$ cat src/rtl/dco_pkg.sv
package dco_pkg;

    // Source of the next active control word
    typedef enum logic [1:0] {
        WSRC_HOLD   = 2'd0,
        WSRC_RESET  = 2'd1,
        WSRC_UPDATE = 2'd2
    } word_src_e;

    // Pixel-clock view of the accumulator
    typedef struct packed {
        logic level;
        logic rise;
    } pix_edge_t;

    function automatic logic up_edge(input logic was, input logic now);
        return (!was) && now;
    endfunction

    function automatic word_src_e pick_src(input logic rst_i, input logic stb_i);
        if (rst_i)
            return WSRC_RESET;
        else if (stb_i)
            return WSRC_UPDATE;
        else
            return WSRC_HOLD;
    endfunction

endpackage

$ cat src/rtl/dco_word_ctrl.sv
module dco_word_ctrl #(
    parameter int ACC_W  = 32,
    parameter int CORR_W = 16
) (
    input  logic                     clk,
    input  logic                     rst,
    input  logic [ACC_W-1:0]         centre_in,
    input  logic                     centre_we,
    input  logic                     sample_stb,
    input  logic signed [CORR_W-1:0] loop_corr,
    output logic [ACC_W-1:0]         word_q
);
    import dco_pkg::*;

    localparam int BASE_W = (ACC_W > CORR_W) ? ACC_W : CORR_W;
    localparam int SUM_W  = BASE_W + 2;

    logic [ACC_W-1:0]        centre_q;
    logic signed [SUM_W-1:0] sum_s;
    logic signed [SUM_W-1:0] top_s;
    logic signed [SUM_W-1:0] one_s;
    logic [ACC_W-1:0]        sat_word;
    logic [ACC_W-1:0]        boot_word;
    word_src_e               src;

    always_comb begin
        sum_s = $signed({{(SUM_W-ACC_W){1'b0}}, centre_q})
              + $signed({{(SUM_W-CORR_W){loop_corr[CORR_W-1]}}, loop_corr});
        top_s = $signed({{(SUM_W-ACC_W){1'b0}}, {ACC_W{1'b1}}});
        one_s = $signed({{(SUM_W-1){1'b0}}, 1'b1});
        if (sum_s < one_s)
            sat_word = {{(ACC_W-1){1'b0}}, 1'b1};
        else if (sum_s > top_s)
            sat_word = {ACC_W{1'b1}};
        else
            sat_word = sum_s[ACC_W-1:0];
    end

    assign boot_word = (centre_in == '0) ? {{(ACC_W-1){1'b0}}, 1'b1} : centre_in;
    assign src       = pick_src(rst, sample_stb);

    always_ff @(posedge clk) begin
        if (rst || centre_we)
            centre_q <= centre_in;
    end

    always_ff @(posedge clk) begin
        unique case (src)
            WSRC_RESET:  word_q <= boot_word;
            WSRC_UPDATE: word_q <= sat_word;
            default:     word_q <= word_q;
        endcase
    end

    // the word only moves on a strobe edge
    assert_word_hold_R3: assert property (@(posedge clk) disable iff (rst)
        (!$past(sample_stb) && !$past(rst)) |-> $stable(word_q));

    // the word is never zero
    assert_word_nonzero_R5: assert property (@(posedge clk) disable iff (rst)
        word_q != '0);

    // a centre write alone leaves the word unchanged
    assert_centre_isolated_R7: assert property (@(posedge clk) disable iff (rst)
        ($past(centre_we) && !$past(sample_stb) && !$past(rst)) |-> $stable(word_q));

endmodule

$ cat src/rtl/dco_phase_acc.sv
module dco_phase_acc #(
    parameter int ACC_W = 32
) (
    input  logic             clk,
    input  logic             rst,
    input  logic [ACC_W-1:0] word,
    output logic [ACC_W-1:0] acc_q,
    output dco_pkg::pix_edge_t edge_o
);
    import dco_pkg::*;

    localparam int MSB = ACC_W - 1;

    logic [ACC_W-1:0] acc_nxt;
    logic             rise_q;

    assign acc_nxt = acc_q + word;

    always_ff @(posedge clk) begin
        if (rst) begin
            acc_q  <= '0;
            rise_q <= 1'b0;
        end else begin
            acc_q  <= acc_nxt;
            rise_q <= up_edge(acc_q[MSB], acc_nxt[MSB]);
        end
    end

    assign edge_o.level = acc_q[MSB];
    assign edge_o.rise  = rise_q;

    // phase advances by the previous word
    assert_phase_step_R2: assert property (@(posedge clk) disable iff (rst)
        !$past(rst) |-> (acc_q == $past(acc_q) + $past(word)));

    // a pulse marks a fresh rising edge only
    assert_rise_edge_R9: assert property (@(posedge clk) disable iff (rst)
        (edge_o.rise && !$past(rst)) |-> (edge_o.level && !$past(edge_o.level)));

    // pulses never last two cycles
    assert_rise_single_R9: assert property (@(posedge clk) disable iff (rst)
        edge_o.rise |=> !edge_o.rise);

endmodule

$ cat src/rtl/dds_pixel_dco.sv
module dds_pixel_dco #(
    parameter int ACC_W  = 32,
    parameter int CORR_W = 16
) (
    input  logic                     clk,
    input  logic                     rst,
    input  logic [ACC_W-1:0]         centre_in,
    input  logic                     centre_we,
    input  logic                     sample_stb,
    input  logic signed [CORR_W-1:0] loop_corr,
    output logic [ACC_W-1:0]         phase,
    output logic [ACC_W-1:0]         ctrl_word,
    output logic                     pix_clk,
    output logic                     pix_rise
);
    import dco_pkg::*;

    pix_edge_t pedge;

    dco_word_ctrl #(.ACC_W(ACC_W), .CORR_W(CORR_W)) u_word (
        .clk        (clk),
        .rst        (rst),
        .centre_in  (centre_in),
        .centre_we  (centre_we),
        .sample_stb (sample_stb),
        .loop_corr  (loop_corr),
        .word_q     (ctrl_word)
    );

    dco_phase_acc #(.ACC_W(ACC_W)) u_acc (
        .clk    (clk),
        .rst    (rst),
        .word   (ctrl_word),
        .acc_q  (phase),
        .edge_o (pedge)
    );

    assign pix_clk  = pedge.level;
    assign pix_rise = pedge.rise;

    // output clock tracks the phase top bit
    assert_clk_is_msb_R8: assert property (@(posedge clk) disable iff (rst)
        pix_clk == phase[ACC_W-1]);

endmodule

$ cat config.mk
export PLATFORM = sky130hd
export DESIGN_NAME = dds_pixel_dco
export DESIGN_NICKNAME = d
export VERILOG_FILES = /design/src/rtl/dco_pkg.sv /design/src/rtl/dco_word_ctrl.sv /design/src/rtl/dco_phase_acc.sv /design/src/rtl/dds_pixel_dco.sv
export SDC_FILE = /design/constraint.sdc
export NUM_CORES = 1
export LEC_CHECK = 0
export BUFFER_PORTS_ARGS = -buffer_cell sky130_fd_sc_hd__clkbuf_2
export CAP_MARGIN = 40
export CORE_UTILIZATION = 49
export CTS_CLUSTER_DIAMETER = 120
export DETAILED_ROUTE_END_ITERATION = 6
export PLACE_DENSITY = 0.82
export RECOVER_POWER = 25
export SLEW_MARGIN = 40
export SYNTH_ARGS = -nofsm -noshare
export SYNTH_HDL_FRONTEND = slang
export SYNTH_HIERARCHICAL = 1
export SYNTH_SLANG_ARGS = --single-unit
$ cat constraint.sdc
create_clock -name clk -period 4.25 [get_ports clk]
set_input_delay 1.0625 -clock clk [delete_from_list [all_inputs] [get_ports clk]]
set_output_delay 1.0625 -clock clk [all_outputs]
set_load 0.02 [all_outputs]
After elaboration in Yosys (flattened, before gate mapping)
Index checks and enable logic that the tools add are counted.
{"block": "word_totals", "ff_bits": 97, "inputBits": 52, "output_inout_bits": 66, "elab_cells": 21}
{"block": "classes", "n_addsub": 2, "order_cmp": 2, "eq_ne": 2, "mux": 6, "n_reduce_logical": 5}
{"operator": "2-to-1 mux 32 bit", "count": 3}
{"operator": "one-hot mux 32 bit (2 select lines)", "count": 1}
{"operator": "adder 33 x 16 -> 34 bit", "count": 1}
{"operator": "greater-than comparator 34 x 33 -> 1 bit (second input constant)", "count": 1}
{"operator": "less-than comparator 34 x 2 -> 1 bit (second input constant)", "count": 1}
{"operator": "adder 32 bit", "count": 1}
{"operator": "logical NOT 32 bit", "count": 1}
{"operator": "2-to-1 mux 2 bit", "count": 2}
{"operator": "equality test 2 x 1 -> 1 bit (second input constant)", "count": 1}
{"operator": "equality test 2 bit (second input constant)", "count": 1}
{"operator": "nonzero test 2 bit", "count": 1}
{"operator": "logical AND 1 bit", "count": 1}
{"operator": "logical NOT 1 bit", "count": 1}
{"operator": "logical OR 1 bit", "count": 1}

Longest topological paths before layout
{"block": "logic_depth", "word_depth": 5, "ltp_mapped": 14, "mapped_depth_nobuf": 13}

Cells and area by module
The synthesis kept the hierarchy.
{"mod": "dco_word_ctrl", "instances": 1, "cells_per_inst": 540, "area_per_inst_um2": 4813.4, "seq_area_each_um2": 1921.8}
{"mod": "dco_phase_acc", "instances": 1, "cells_per_inst": 333, "area_per_inst_um2": 2638.8, "seq_area_each_um2": 660.6}

Worst setup path before layout
Ideal clock, no wire load.
{"block": "synth_path", "kind": "input to register", "start": "in loop_corr[8]", "end": "reg u_word.word_q[0] (data pin)", "setup_ns": 0.150, "arrival_time_ns": 3.576, "required_time_ns": 4.100, "path_slack_ns": 0.524, "stages": 12, "n_path_buf": 1, "cell_sequence": "ha_1 > buf_6 > a21o_1 > o21bai_4 > a31o_1 > or3_4 > a2111oi_4 > nand4_1 > and4bb_1 > and4_1 > a31oi_1 > nor3_2"}
{"block": "synth_via", "elab_chain_len": 5, "word_cells_on_any_way": 6, "classes_between": "add/sub (1); order compare (2); mux (3)"}
{"element": "start: declaration", "line": "dds_pixel_dco.sv:10", "source": "input logic signed [CORR_W-1:0] loop_corr,"}
{"element": "adder 33 x 16 -> 34 bit (*)", "line": "dco_word_ctrl.sv:28", "source": "+ $signed({{(SUM_W-CORR_W){loop_corr[CORR_W-1]}}, loop_corr});"}
{"element": "greater-than comparator 34 x 33 -> 1 bit", "line": "dco_word_ctrl.sv:33", "source": "else if (sum_s > top_s)"}
{"element": "2-to-1 mux 32 bit", "line": "dco_word_ctrl.sv:33"}
{"element": "2-to-1 mux 32 bit (*)", "line": "dco_word_ctrl.sv:31", "source": "if (sum_s < one_s)"}
{"element": "one-hot mux 32 bit (2 select lines) (*)", "line": "dco_word_ctrl.sv:48", "source": "unique case (src)"}
{"element": "end signal: assignment", "line": "dco_word_ctrl.sv:49", "source": "WSRC_RESET: word_q <= boot_word;"}
{"element": "end signal: assignment", "line": "dco_word_ctrl.sv:50", "source": "WSRC_UPDATE: word_q <= sat_word;"}
{"element": "end signal: assignment", "line": "dco_word_ctrl.sv:51", "source": "default: word_q <= word_q;"}
{"element": "end: declaration", "line": "dco_word_ctrl.sv:11", "source": "output logic [ACC_W-1:0] word_q"}
Mark *: on every way between the ends. The rest lies on a longest branch, timed or not.
A chain may end at the register's enable or synchronous reset.

Final worst setup path
{"block": "layout_path", "start": "in loop_corr[15]", "end": "reg u_word.word_q[0] (data pin)"}
Same word-level chain as after synthesis.

==> reports/metrics.yaml <==
fin_skew_ns: 0.00578
dieArea_um2: 15700
grt_max_degree: 42
syn_area_um2: 7450
detail_route.wl_per_cell_um: 17.8
ios: 118
swShare_pct: 43.4
synth_edf_count: 64
hold_class: "reg2reg"
routed_wl_um: 20800
synth.top_cells.by_area: "edfxtp_1, ha_1, dfxtp_1"
slowest_delay_ns: 0.60
synth_top_cell_by_area: "edfxtp_1"
postCtsSetupBuffers: 0
fp-row-count: 44
p_switching_mw: 1.94
antenna_found_initial: 0
setup_tns_ns: 0
leakagePower_nw: 3.63
die_h_um: 125
crit_fanout: 11
crit_type: "in2reg"
firstDrtPassIters: 7
place_area_um2: 8260
min_period_ns: 3.84
cts-resized-gates: 0
seq_power_share_pct: 29.8
clockPowerShare_pct: 18.9
tightest_slew_ns: 1.84
arrival_ns: 4.06
synth_fp_nets: 991
cts_sinks: 97
path_cells: "clkbuf_2 -> buf_4 -> ha_1 -> a2111oi_0 -> a31oi_1 -> or4_1 -> o41ai_1 -> o41ai_1 -> and4b_1 -> a31oi_1 -> nor3_2"
ys.flop_type: "edfxtp_1"
syn_to_final_growth_pct: 14.0
intPower_mw: 2.53
grt_pass1_wl_um: 32300
drtIter0Drc: 711
status: "finished, violations left"
numCtsBuffers: 9
relSlewSlack_pct: -22.9
max_clock_freq_mhz: 260
path_buf_inv: 2
hold_buffers: 0
final_area_um2: 8500
nets: 1103
dp_hpwl_um: 16300
antennaDiodeCount: 0
postSynthAreaPerCell_um2: 8.54
clockBufferDepth: 2
p_comb_share_pct: 51.4
die_w_um: 125
drive_above_1_share_pct: 13.3
fin_hold_ws_ns: 0.483
vias_per_cell: 6.10
hold_viol_final: 0
ys_ff_latch: 97
cts_tree: "yes"
synth-async-reset-ratio_pct: 0
rsz0062_at_grt: "false"
failed_checks: "design-rule violations, max-capacitance violations, max-slew violations"
power_density_nw_per_um2: 526
yosysUniqueCellTypes: 77
start_util_pct: 50.7
min_period_over_period_pct: 90.4
cp_slowest_cell: "a2111oi_0"
clock_latency_ns: 0.36
grt_pass1_vias: 6476
ys_warn_count: 6
gr-usage-all-layers_pct: 26.3
place.gp.congestion: 0.970
vias: 7159
max_cap_violations: 1
grt_overflow: 0
drtAntennaViolNets: 0
cp_top_family: "compound AO/OA/AOI/OAI gates"
ys_seq_area_share_pct: 34.7
h-tree-depth: 3
clockRootBuffer: "clkbuf_16"
slew_violations: 42
setup.worst_path.start_class: "input port"
clkTransAtPathRegs_ns: 0.07
fp.coreArea_um2: 14700
max-vdd-ir-drop_uv: 259
portBuffers: 117
required_ns: 4.46
syn_inst: 873
synth.top_cell.area_share_pct: 25.8
route.detailed.drc: 11
finalSetupViolations: 0
endpoint_kind: "register"
metrics by stage:
stage / std cells / setup WS, ns / utilization, % / power, mW
after floorplan: 873 / 0.524 / - / 3.02
after global placement: 1158 / 0.168 / 56.2 / 3.59
after detailed placement: 1158 / 0.127 / 56.2 / 3.60
after CTS: 1174 / 0.490 / 58.2 / 4.46
after global routing: 1174 / 0.264 / 57.8 / 4.74
final: 1174 / 0.406 / 57.8 / 4.47
cells in the final DEF (no fill, tap or decap), types with 5 or more instances in the layout:
cell         n
clkbuf_16    9
clkbuf_1    53
o22ai_1     12
ha_1        64
xor2_1      16
a211oi_1    10
dfxtp_1     33
clkbuf_2    66
and3_1       7
buf_4       25
and4_1       6
o21ai_1      7
and2_1      12
mux2_2       5
nand4_1     15
nand3_1     15
nand2_1    139
nor3_1      19
xnor2_1     28
o211ai_1     9
edfxtp_1    64
o21bai_1     6
nor2b_1      9
a21o_1      21
o21ai_0     58
nor2_1      68
a21oi_1     77
nor4_1      12
a31oi_1     12
o31ai_1      8
inv_1       21
Yosys cell counts (5+ instances only):
cell type and number:
nor2_1 68, nand2_1 139, nor4_1 12, o21ai_0 58
nand3_1 15, and2_1 12, o211ai_1 9, mux2_2 5
inv_1 21, ha_1 64, clkbuf_1 25, xnor2_1 28
and4_1 6, a31oi_1 12, o21bai_1 6, dfxtp_1 33
a211oi_1 10, o22ai_1 12, o21ai_1 7, nand4_1 15
edfxtp_1 64, nor3_1 20, nor2b_1 9, nand2b_1 5
a21o_1 21, o31ai_1 8, and3_1 7, a21oi_1 77
xor2_1 16, buf_2 8
final timing paths:
path	from	endpoint	slack, ns	cells past startpoint
worst max register to register	u_word/centre_q[0]$_DFFE_PP_	u_word/word_q[6]$_DFFE_PP_	0.85	13
worst min-delay path	u_acc/acc_q[31]$_SDFF_PP0_	u_acc/rise_q$_SDFF_PP0_	0.48	1
worst max-delay path	loop_corr[15]	u_word/word_q[0]$_DFFE_PP_	0.41	11
worst min register to register	u_acc/acc_q[31]$_SDFF_PP0_	u_acc/rise_q$_SDFF_PP0_	0.48	1
sequential cells by signal, summed over array words and instances, names as in the netlist:
signal and count:
u_acc/acc_q 32, u_word/centre_q 32, u_word/word_q 32, u_acc/rise_q 1
logic make-up after synthesis:
group,share of synthesized area (%)
AO/OA/AOI/OAI,22.4
XOR/XNOR,5.47
adder cells (fa/ha/maj),11.3
buffers and inverters,3.81
flip-flops,34.7
multiplexers,0.755
AND/OR/NAND/NOR,21.6
power by group through the flow:
stage | clock network (mW) | logic (mW) | registers [mW]
2_1_floorplan | 0 | 1.51 | 1.51
3_3_place_gp | 0 | 2.24 | 1.35
3_5_place_dp | 0 | 2.25 | 1.35
4_1_cts | 0.856 | 2.27 | 1.33
5_1_grt | 0.888 | 2.50 | 1.35
6_report | 0.843 | 2.29 | 1.33
layer usage:
layer / wire (um) / track usage [%] / vias to the layer above
li1: - / - / 3447
met1: 9260 / 35.3 / 3297
met2: 9450 / 42.8 / 361
met3: 1530 / 3.98 / 54
met4: 594 / 10.5 / 0
met5: 0 / 0 / -
layout make-up:
type / instances / area, um^2
Clock buffer: 10 / 229
Timing Repair Buffer: 143 / 713
Clock inverter: 6 / 66.3
Multi-Input combinational cell: 713 / 4600
Fill cell: 1367 / 6200
Inverter: 21 / 78.8
Tap cell: 184 / 230
Sequential cell: 97 / 2580
Power figures use the tool's default switching activity.
